`config.mk`:
```
export PLATFORM = sky130hd
export DESIGN_NAME = pin_sense_irq
export DESIGN_NICKNAME = d
export VERILOG_FILES = /design/src/rtl/pss_pkg.sv /design/src/rtl/pss_sync.sv /design/src/rtl/pss_detect.sv /design/src/rtl/pss_pending.sv /design/src/rtl/pin_sense_irq.sv
export SDC_FILE = /design/constraint.sdc
export NUM_CORES = 1
export LEC_CHECK = 0
export ABC_AREA = 1
export ABC_CLOCK_PERIOD_IN_PS = 1200
export BUFFER_PORTS_ARGS = -buffer_cell sky130_fd_sc_hd__buf_4
export CORE_MARGIN = 2
export CORE_UTILIZATION = 54
export CTS_CLUSTER_DIAMETER = 120
export DETAILED_ROUTE_END_ITERATION = 6
export GPL_ROUTABILITY_DRIVEN = 0
export PLACE_DENSITY = 0.76
export SYNTH_ARGS = -nofsm -noshare
export SYNTH_HDL_FRONTEND = slang
export SYNTH_HIERARCHICAL = 1
export SYNTH_SLANG_ARGS = --single-unit
```
`constraint.sdc`:
```
create_clock -name clk -period 1.2 [get_ports clk]
set_clock_uncertainty 0.1 [all_clocks]
set_input_delay 0.18 -clock clk [delete_from_list [all_inputs] [get_ports clk]]
set_output_delay 0.18 -clock clk [all_outputs]
set_load 0.1 [all_outputs]
```
`src/rtl/pss_pkg.sv`:
```
package pss_pkg;
  localparam int unsigned NPIN  = 32;
  localparam int unsigned HALF  = NPIN / 2;
  localparam int unsigned CODEW = 2;
  localparam int unsigned NRO   = 4;
  localparam int unsigned AW    = 3;

  typedef enum logic [CODEW-1:0] {
    SENSE_ANY = 2'b00,
    SENSE_HI  = 2'b01,
    SENSE_LO  = 2'b10,
    SENSE_OFF = 2'b11
  } sense_e;

  typedef enum logic [AW-1:0] {
    RA_DIR  = 3'd0,
    RA_MASK = 3'd1,
    RA_PEND = 3'd2,
    RA_CFGL = 3'd3,
    RA_CFGH = 3'd4,
    RA_LVL  = 3'd5
  } reg_addr_e;

  // Sense code of register bit b (pin 31-b); bits at or above HALF use the low register.
  function automatic logic [CODEW-1:0] code_of(input logic [NPIN-1:0] lo,
                                               input logic [NPIN-1:0] hi,
                                               input int unsigned b);
    if (b >= HALF) return lo[CODEW*(b-HALF) +: CODEW];
    else           return hi[CODEW*b +: CODEW];
  endfunction

  // Direction bits held at input for the selected restricted group.
  function automatic logic [NPIN-1:0] ro_mask(input bit low_group);
    logic [NPIN-1:0] m;
    m = '0;
    for (int i = 0; i < NRO; i++) begin
      if (low_group) m[NPIN-1-i] = 1'b1;
      else           m[i] = 1'b1;
    end
    return m;
  endfunction
endpackage

```
`src/rtl/pss_sync.sv`:
```
module pss_sync #(
  parameter int unsigned W      = 32,
  parameter int unsigned STAGES = 2
) (
  input  logic         clk,
  input  logic         rst_n,
  input  logic [W-1:0] d,
  output logic [W-1:0] q
);
  logic [W-1:0] st [STAGES];

  always_ff @(posedge clk or negedge rst_n) begin
    if (!rst_n) begin
      for (int i = 0; i < STAGES; i++) st[i] <= '0;
    end else begin
      st[0] <= d;
      for (int i = 1; i < STAGES; i++) st[i] <= st[i-1];
    end
  end

  assign q = st[STAGES-1];
endmodule

```
`src/rtl/pss_detect.sv`:
```
module pss_detect
  import pss_pkg::*;
(
  input  logic             clk,
  input  logic             rst_n,
  input  logic             cur,
  input  logic [CODEW-1:0] code,
  input  logic             lvl_mode,
  output logic             evt
);
  logic prev;
  logic rise, fall;

  always_ff @(posedge clk or negedge rst_n) begin
    if (!rst_n) prev <= 1'b0;
    else        prev <= cur;
  end

  assign rise = cur & ~prev;
  assign fall = ~cur & prev;

  always_comb begin
    case (sense_e'(code))
      SENSE_ANY: evt = rise | fall;
      SENSE_HI:  evt = lvl_mode ? cur : rise;
      SENSE_LO:  evt = lvl_mode ? ~cur : fall;
      default:   evt = 1'b0;
    endcase
  end
endmodule

```
`src/rtl/pss_pending.sv`:
```
module pss_pending #(
  parameter int unsigned W = 32
) (
  input  logic         clk,
  input  logic         rst_n,
  input  logic [W-1:0] set_vec,
  input  logic [W-1:0] clr_vec,
  output logic [W-1:0] pend
);
  always_ff @(posedge clk or negedge rst_n) begin
    if (!rst_n) pend <= '0;
    else        pend <= (pend & ~clr_vec) | set_vec;
  end
endmodule

```
`src/rtl/pin_sense_irq.sv`:
```
module pin_sense_irq
  import pss_pkg::*;
#(
  parameter bit RO_LOW_GROUP = 1'b0,
  parameter int unsigned SYNC_STAGES = 2
) (
  input  logic            clk,
  input  logic            rst_n,
  input  logic [NPIN-1:0] pin_in,
  input  logic            bus_wr,
  input  logic [AW-1:0]   bus_addr,
  input  logic [NPIN-1:0] bus_wdata,
  output logic [NPIN-1:0] bus_rdata,
  output logic [NPIN-1:0] pin_dir,
  output logic            irq
);
  localparam logic [NPIN-1:0] RO_BITS = ro_mask(RO_LOW_GROUP);

  logic [NPIN-1:0] dir_q, mask_q, cfg_lo_q, cfg_hi_q, lvl_q;
  logic [NPIN-1:0] pend_q;
  logic [NPIN-1:0] pin_s;
  logic [NPIN-1:0] evt_vec;
  logic [NPIN-1:0] clr_vec;

  always_ff @(posedge clk or negedge rst_n) begin
    if (!rst_n) begin
      dir_q    <= '0;
      mask_q   <= '0;
      cfg_lo_q <= '0;
      cfg_hi_q <= '0;
      lvl_q    <= '0;
    end else if (bus_wr) begin
      case (reg_addr_e'(bus_addr))
        RA_DIR:  dir_q    <= bus_wdata & ~RO_BITS;
        RA_MASK: mask_q   <= bus_wdata;
        RA_CFGL: cfg_lo_q <= bus_wdata;
        RA_CFGH: cfg_hi_q <= bus_wdata;
        RA_LVL:  lvl_q    <= bus_wdata;
        default: ;
      endcase
    end
  end

  assign clr_vec = (bus_wr && reg_addr_e'(bus_addr) == RA_PEND) ? bus_wdata : '0;

  pss_sync #(.W(NPIN), .STAGES(SYNC_STAGES)) u_sync (
    .clk(clk), .rst_n(rst_n), .d(pin_in), .q(pin_s)
  );

  for (genvar b = 0; b < NPIN; b++) begin : g_det
    pss_detect u_det (
      .clk(clk), .rst_n(rst_n), .cur(pin_s[b]),
      .code(code_of(cfg_lo_q, cfg_hi_q, b)),
      .lvl_mode(lvl_q[b]), .evt(evt_vec[b])
    );
  end

  pss_pending #(.W(NPIN)) u_pend (
    .clk(clk), .rst_n(rst_n), .set_vec(evt_vec), .clr_vec(clr_vec), .pend(pend_q)
  );

  always_comb begin
    case (reg_addr_e'(bus_addr))
      RA_DIR:  bus_rdata = dir_q;
      RA_MASK: bus_rdata = mask_q;
      RA_PEND: bus_rdata = pend_q;
      RA_CFGL: bus_rdata = cfg_lo_q;
      RA_CFGH: bus_rdata = cfg_hi_q;
      RA_LVL:  bus_rdata = lvl_q;
      default: bus_rdata = '0;
    endcase
  end

  assign pin_dir = dir_q;
  assign irq     = |(pend_q & mask_q);
endmodule

```
== After elaboration in Yosys (flattened, before gate mapping) ==
Index checks and enable logic that the tools add are counted.

* Bits in registers: 284
* Latch bits: 0
* Bits in writable memories: 0
* ROM bits: 0
* Bits of input ports: 70
* Memories kept: 0

* Add/sub/neg operators: 0
* Multipliers: 0
* Divide/modulo/power cells: 0
* Order comparisons: 0
* Eq/ne operators: 69
* Shift operators: 0
* Muxes and demuxes: 98
* Bitwise logic cells: 164
* Reductions and logical operators: 40

{| class="wikitable"
|+ Operators by type and width
! cell !! number
|-
| 32-bit one-hot mux with 6 select lines || 1
|-
| 1-bit one-hot mux with 3 select lines || 32
|-
| 1-bit bitwise AND || 64
|-
| 32-bit bitwise AND || 2
|-
| 2-bit by 1-bit == test with 1-bit output (second input constant) || 32
|-
| 2-bit == test (second input constant) || 32
|-
| 2-bit zero test || 32
|-
| 1-bit 2-to-1 mux || 64
|-
| 1-bit inverter || 64
|-
| 32-bit 2-to-1 mux || 1
|-
| 32-bit inverter || 1
|-
| 1-bit OR || 32
|-
| 32-bit OR || 1
|-
| 32-bit OR reduction || 1
|-
| 2-bit AND reduction || 5
|-
| 3-bit by 2-bit == test with 1-bit output (second input constant) || 2
|-
| 3-bit == test (second input constant) || 2
|-
| 3-bit by 1-bit == test with 1-bit output (second input constant) || 1
|-
| 3-bit zero test || 1
|-
| 1-bit logical AND || 1
|}

== Logic depth before layout (Yosys ltp) ==
* Depth after elaboration: 6
* Mapped depth: 10
* Gate-level depth less buffers: 8

== By module ==
The synthesis kept the hierarchy.

{| class="wikitable"
|+ Modules (own cells, without submodules)
! module !! instances !! cells each !! area each (µm²) !! sequential area each (µm²)
|-
| pin_sense_irq || 1 || 1081 || 8129.0 || 3903.7
|-
| pss_detect || 32 || 19 || 116.4 || 25.0
|-
| pss_sync || 1 || 96 || 1841.8 || 1601.5
|-
| pss_pending || 1 || 160 || 1281.2 || 800.8
|}

== Worst setup path before layout ==
Ideal clock, no wire load.

* Kind: flip-flop to output port
* From: register dir_q[11] (netlist: pin_dir[11])
* To: output bus_rdata[11]
* Arrival: 1813 ps
* Required time: 920 ps
* Slack: -893 ps
* Cell stages (with the launch flop): 5
* Buffers on the path: 0
* Path through: dfrtp_1 > inv_1 > nor2_1 > nor2_1 > nand2_1

* Cells in the longest elaborated chain, start to end: 1

{| class="wikitable"
|+ RTL lines
! element !! RTL line !! text
|-
| start: declaration || pin_sense_irq.sv:19 || <nowiki>logic [NPIN-1:0] dir_q, mask_q, cfg_lo_q, cfg_hi_q, lvl_q;</nowiki>
|-
| start signal: assignment || pin_sense_irq.sv:34 || <nowiki>RA_DIR: dir_q <= bus_wdata & ~RO_BITS;</nowiki>
|-
| 32-bit one-hot mux with 6 select lines || pin_sense_irq.sv:63 || <nowiki>case (reg_addr_e'(bus_addr))</nowiki>
|-
| end: declaration || pin_sense_irq.sv:13 || <nowiki>output logic [NPIN-1:0] bus_rdata,</nowiki>
|}

No other way between the ends.

== Worst setup path in the final report ==
* From: register mask_q[7]
* To: output irq

* Cells in the longest elaborated chain, start to end: 2

{| class="wikitable"
|+ RTL lines
! element !! RTL line !! text
|-
| start: declaration || pin_sense_irq.sv:19 ||
|-
| start signal: assignment || pin_sense_irq.sv:35 || <nowiki>RA_MASK: mask_q <= bus_wdata;</nowiki>
|-
| 32-bit bitwise AND || pin_sense_irq.sv:75 || <nowiki>assign irq = |(pend_q & mask_q);</nowiki>
|-
| 32-bit OR reduction || pin_sense_irq.sv:75 ||
|-
| end: declaration || pin_sense_irq.sv:15 || <nowiki>output logic irq</nowiki>
|}

No other way between the ends.

==> results.cfg <==
[critical_path]
worst-endpoint-arrival_ps = 1820
start_kind = register
r2r_end = u_pend/pend[26]
r2r_cells = 7
rr_startpoint = u_sync/q[26]
crit_required_ps = 920
r2r_slack_ps = -230
crit_fanout = 2
crit_path_end_kind = output port
critPathKind = register to output port

[yosys]
synth_xor_area_share_pct = 0
ys_async_sr_fraction_pct = 100
synthSimpleGateAreaFrac_pct = 26.3
synth_area_sq_mm = 0.0150
synth_top_family_by_area = simple AND/OR/NAND/NOR gates
synth_warnings = 6
synth.avg_cell_area_sq_um = 7.70
yosys-top-cells-count = nand2_1 (510), inv_1 (377), dfrtp_1 (284)
yosys.area.top_type = dfrtp_1
synth_edf_count = 0
synthFlopType = dfrtp_1
synth_top_area_share_pct = 47.5
yosysSeqAreaShare_pct = 47.5
synthCells = 1945
synthMuxAreaShare_pct = 0
synth_cell_types = 26
synth_seq_cells = 284
yosysMostFrequentCell = nand2_1
synth_fa_ha_area_share_pct = 5.35
synthTopCellsByArea = dfrtp_1 (47%), nand2_1 (13%), inv_1 (9.4%)
synth_compound_gate_area_share_pct = 6.98

[global_route]
gr-usage-met3_pct = 6.11
grt_antenna_before_repair = 0
grt_use_met2_pct = 60.3
grt_pass1_vias = 15600
grt_use_met1_pct = 40.3
grt_use_total_pct = 34.6
busiest_layer = met2
grt_pass1_wl_mm = 78.5
grt_max_degree = 67
grt_overflow = 0

[drt]
routed_wl_mm = 54.8
drc = 8
num_vias = 15600
first_pass_iters = 7
wire_per_inst_um = 19.8
ant_nets = 0
routed_via_density = 5.63
drt_iter0_drc = 1676

[timing]
fin_crit_sh_pct = 175
post-route-min-period_ps = 2100
slew_viol_final = 0
worst_pin_slew_ps = 528
slew_headroom_pct = 64.7
setup_slack_ps = -900
hold_viol_final = 0
setup_viol = 97
rsz0062_at_grt = true
max_freq_mhz = 476

[outcome]
status = finished with violations
violations = design-rule violations, negative setup slack

[die]
chipWidth_um = 171
die_height_um = 171
start_util_pct = 55.3
pin_count = 135
std_cell_rows = 60
dieArea_sq_mm = 0.0291
core_area_sq_mm = 0.0271

[clock_network]
clk_pin_slew_ps = 60
clockBufferDepth = 3
cts_root_buf = clkbuf_16
cts_buffers = 34
cts_tree = done
cts_max_level = 2
clock_sinks = 284
clock_latency_ps = 520

[placed_design]
dpl.hpwl_mm = 29.6
place_ws_ps = -550
portBuffers = 130
placed_area_sq_mm = 0.0185

[layout]
n_antenna_cell = 0
syn_to_final_growth_pct = 49.7
nFillCells = 1375
drive_gt1_share_pct = 37.2
fin_nets = 2504
fin_area_sq_mm = 0.0224

[pwr]
power_uw = 35500
p_per_area_mw_per_mm2 = 1590
leakagePower_uw = 0.0116
ir_drop_v = 0.00131

[hold_path]
min_path_type = primary input to async pin

[run]
cap_violations = 0
-- power by group --
part	internal, uW	total [uW]	switching (uW)
Combinational	5290	13200	7890
Sequential	10900	11900	971
Clock	6250	10500	4210
-- what timing repair did --
action	4_1_cts	5_1_grt
gates resized for setup	389	206
hold endpoints to repair	451	9
setup endpoints to repair	92	102
pin swaps	164	97
buffers inserted	27	42
hold buffers	66	1
-- critical path: stages, from the launching register on --
cell,delay (ps)
dfrtp_1,400
nand2_1,120
nand2_1,90
nor2_2,160
nand2_2,80
nor2_4,180
nand2_4,90
buf_12,170
-- sequential cells by signal, indices dropped and copies added, names as in the netlist --
name,flops
cfg_hi_q,32
cfg_lo_q,32
g_det.u_det/prev,32
lvl_q,32
mask_q,32
u_pend/pend,32
u_sync/q,32
u_sync/st,32
pin_dir,28
-- cells by family (layout without fill, tap and decap cells) --
kind of cell / count (synthesis) / after routing
other cells: 1 / 4
simple gates: 929 / 929
fa+ha+maj: 64 / 64
compound gates: 185 / 185
flops: 284 / 284
buf+inv: 482 / 929
-- cells in the final DEF, fill, tap and decap left out, drive strengths merged --
cell type    netlist  routed
o21ai            184     184
nand2            514     514
nand3b            35      35
ha                64      64
nand4             29      29
conb               1       4
a21oi              1       1
dfrtp            284     284
buf               84     421
dlygate4sd3        0      66
clkinv             0       7
nor2             218     218
inv              381     383
bufinv             0       1
clkbuf            17      51
nand3            133     133
-- worst max path at each step --
stage,startpoint,to,slack [ps],cells past startpoint
CTS,mask_q[31],irq,-770,7
detailed placement,bus_addr[1],bus_rdata[20],-550,8
finish,mask_q[7],irq,-900,7
floorplan,bus_addr[0],bus_rdata[0],-560,7
global placement,bus_addr[2],bus_rdata[15],-530,9
global route,mask_q[23],irq,-980,7
-- metrics by stage --
| step | hold WS (ps) | TNS [ps] | util, % | cells |
|---|---|---|---|---|
| 3_3_place_gp | -86.7 | -68420 | 68.2 | 2602 |
| 6_report | 134 | -33600 | 82.7 | 2767 |
| 4_1_cts | 115 | -30770 | 80.2 | 2750 |
| 5_1_grt | 143 | -37030 | 82.7 | 2767 |
| 2_1_floorplan | -216 | -9580 | - | 1948 |
| 3_5_place_dp | -86.7 | -73190 | 68.2 | 2602 |
-- layout make-up --
cell class	instances	area [sq um]	area share, %
Tap cell	372	465	2.08
Sequential cell	284	7220	32.2
Multi-Input combinational cell	1182	7000	31.2
Clock inverter	10	82.6	0.368
Clock buffer	51	1050	4.67
Inverter	381	1480	6.61
Timing Repair Buffer	487	5120	22.8
-- layer usage --
layer  share of wire [%]  up-vias
met5                   0        -
met4                 6.8        0
met3                 9.3      343
met2                  48     1071
met1                  36     7437
li1                    -     6740
Note: power is estimated with default switching activity, not from simulation.
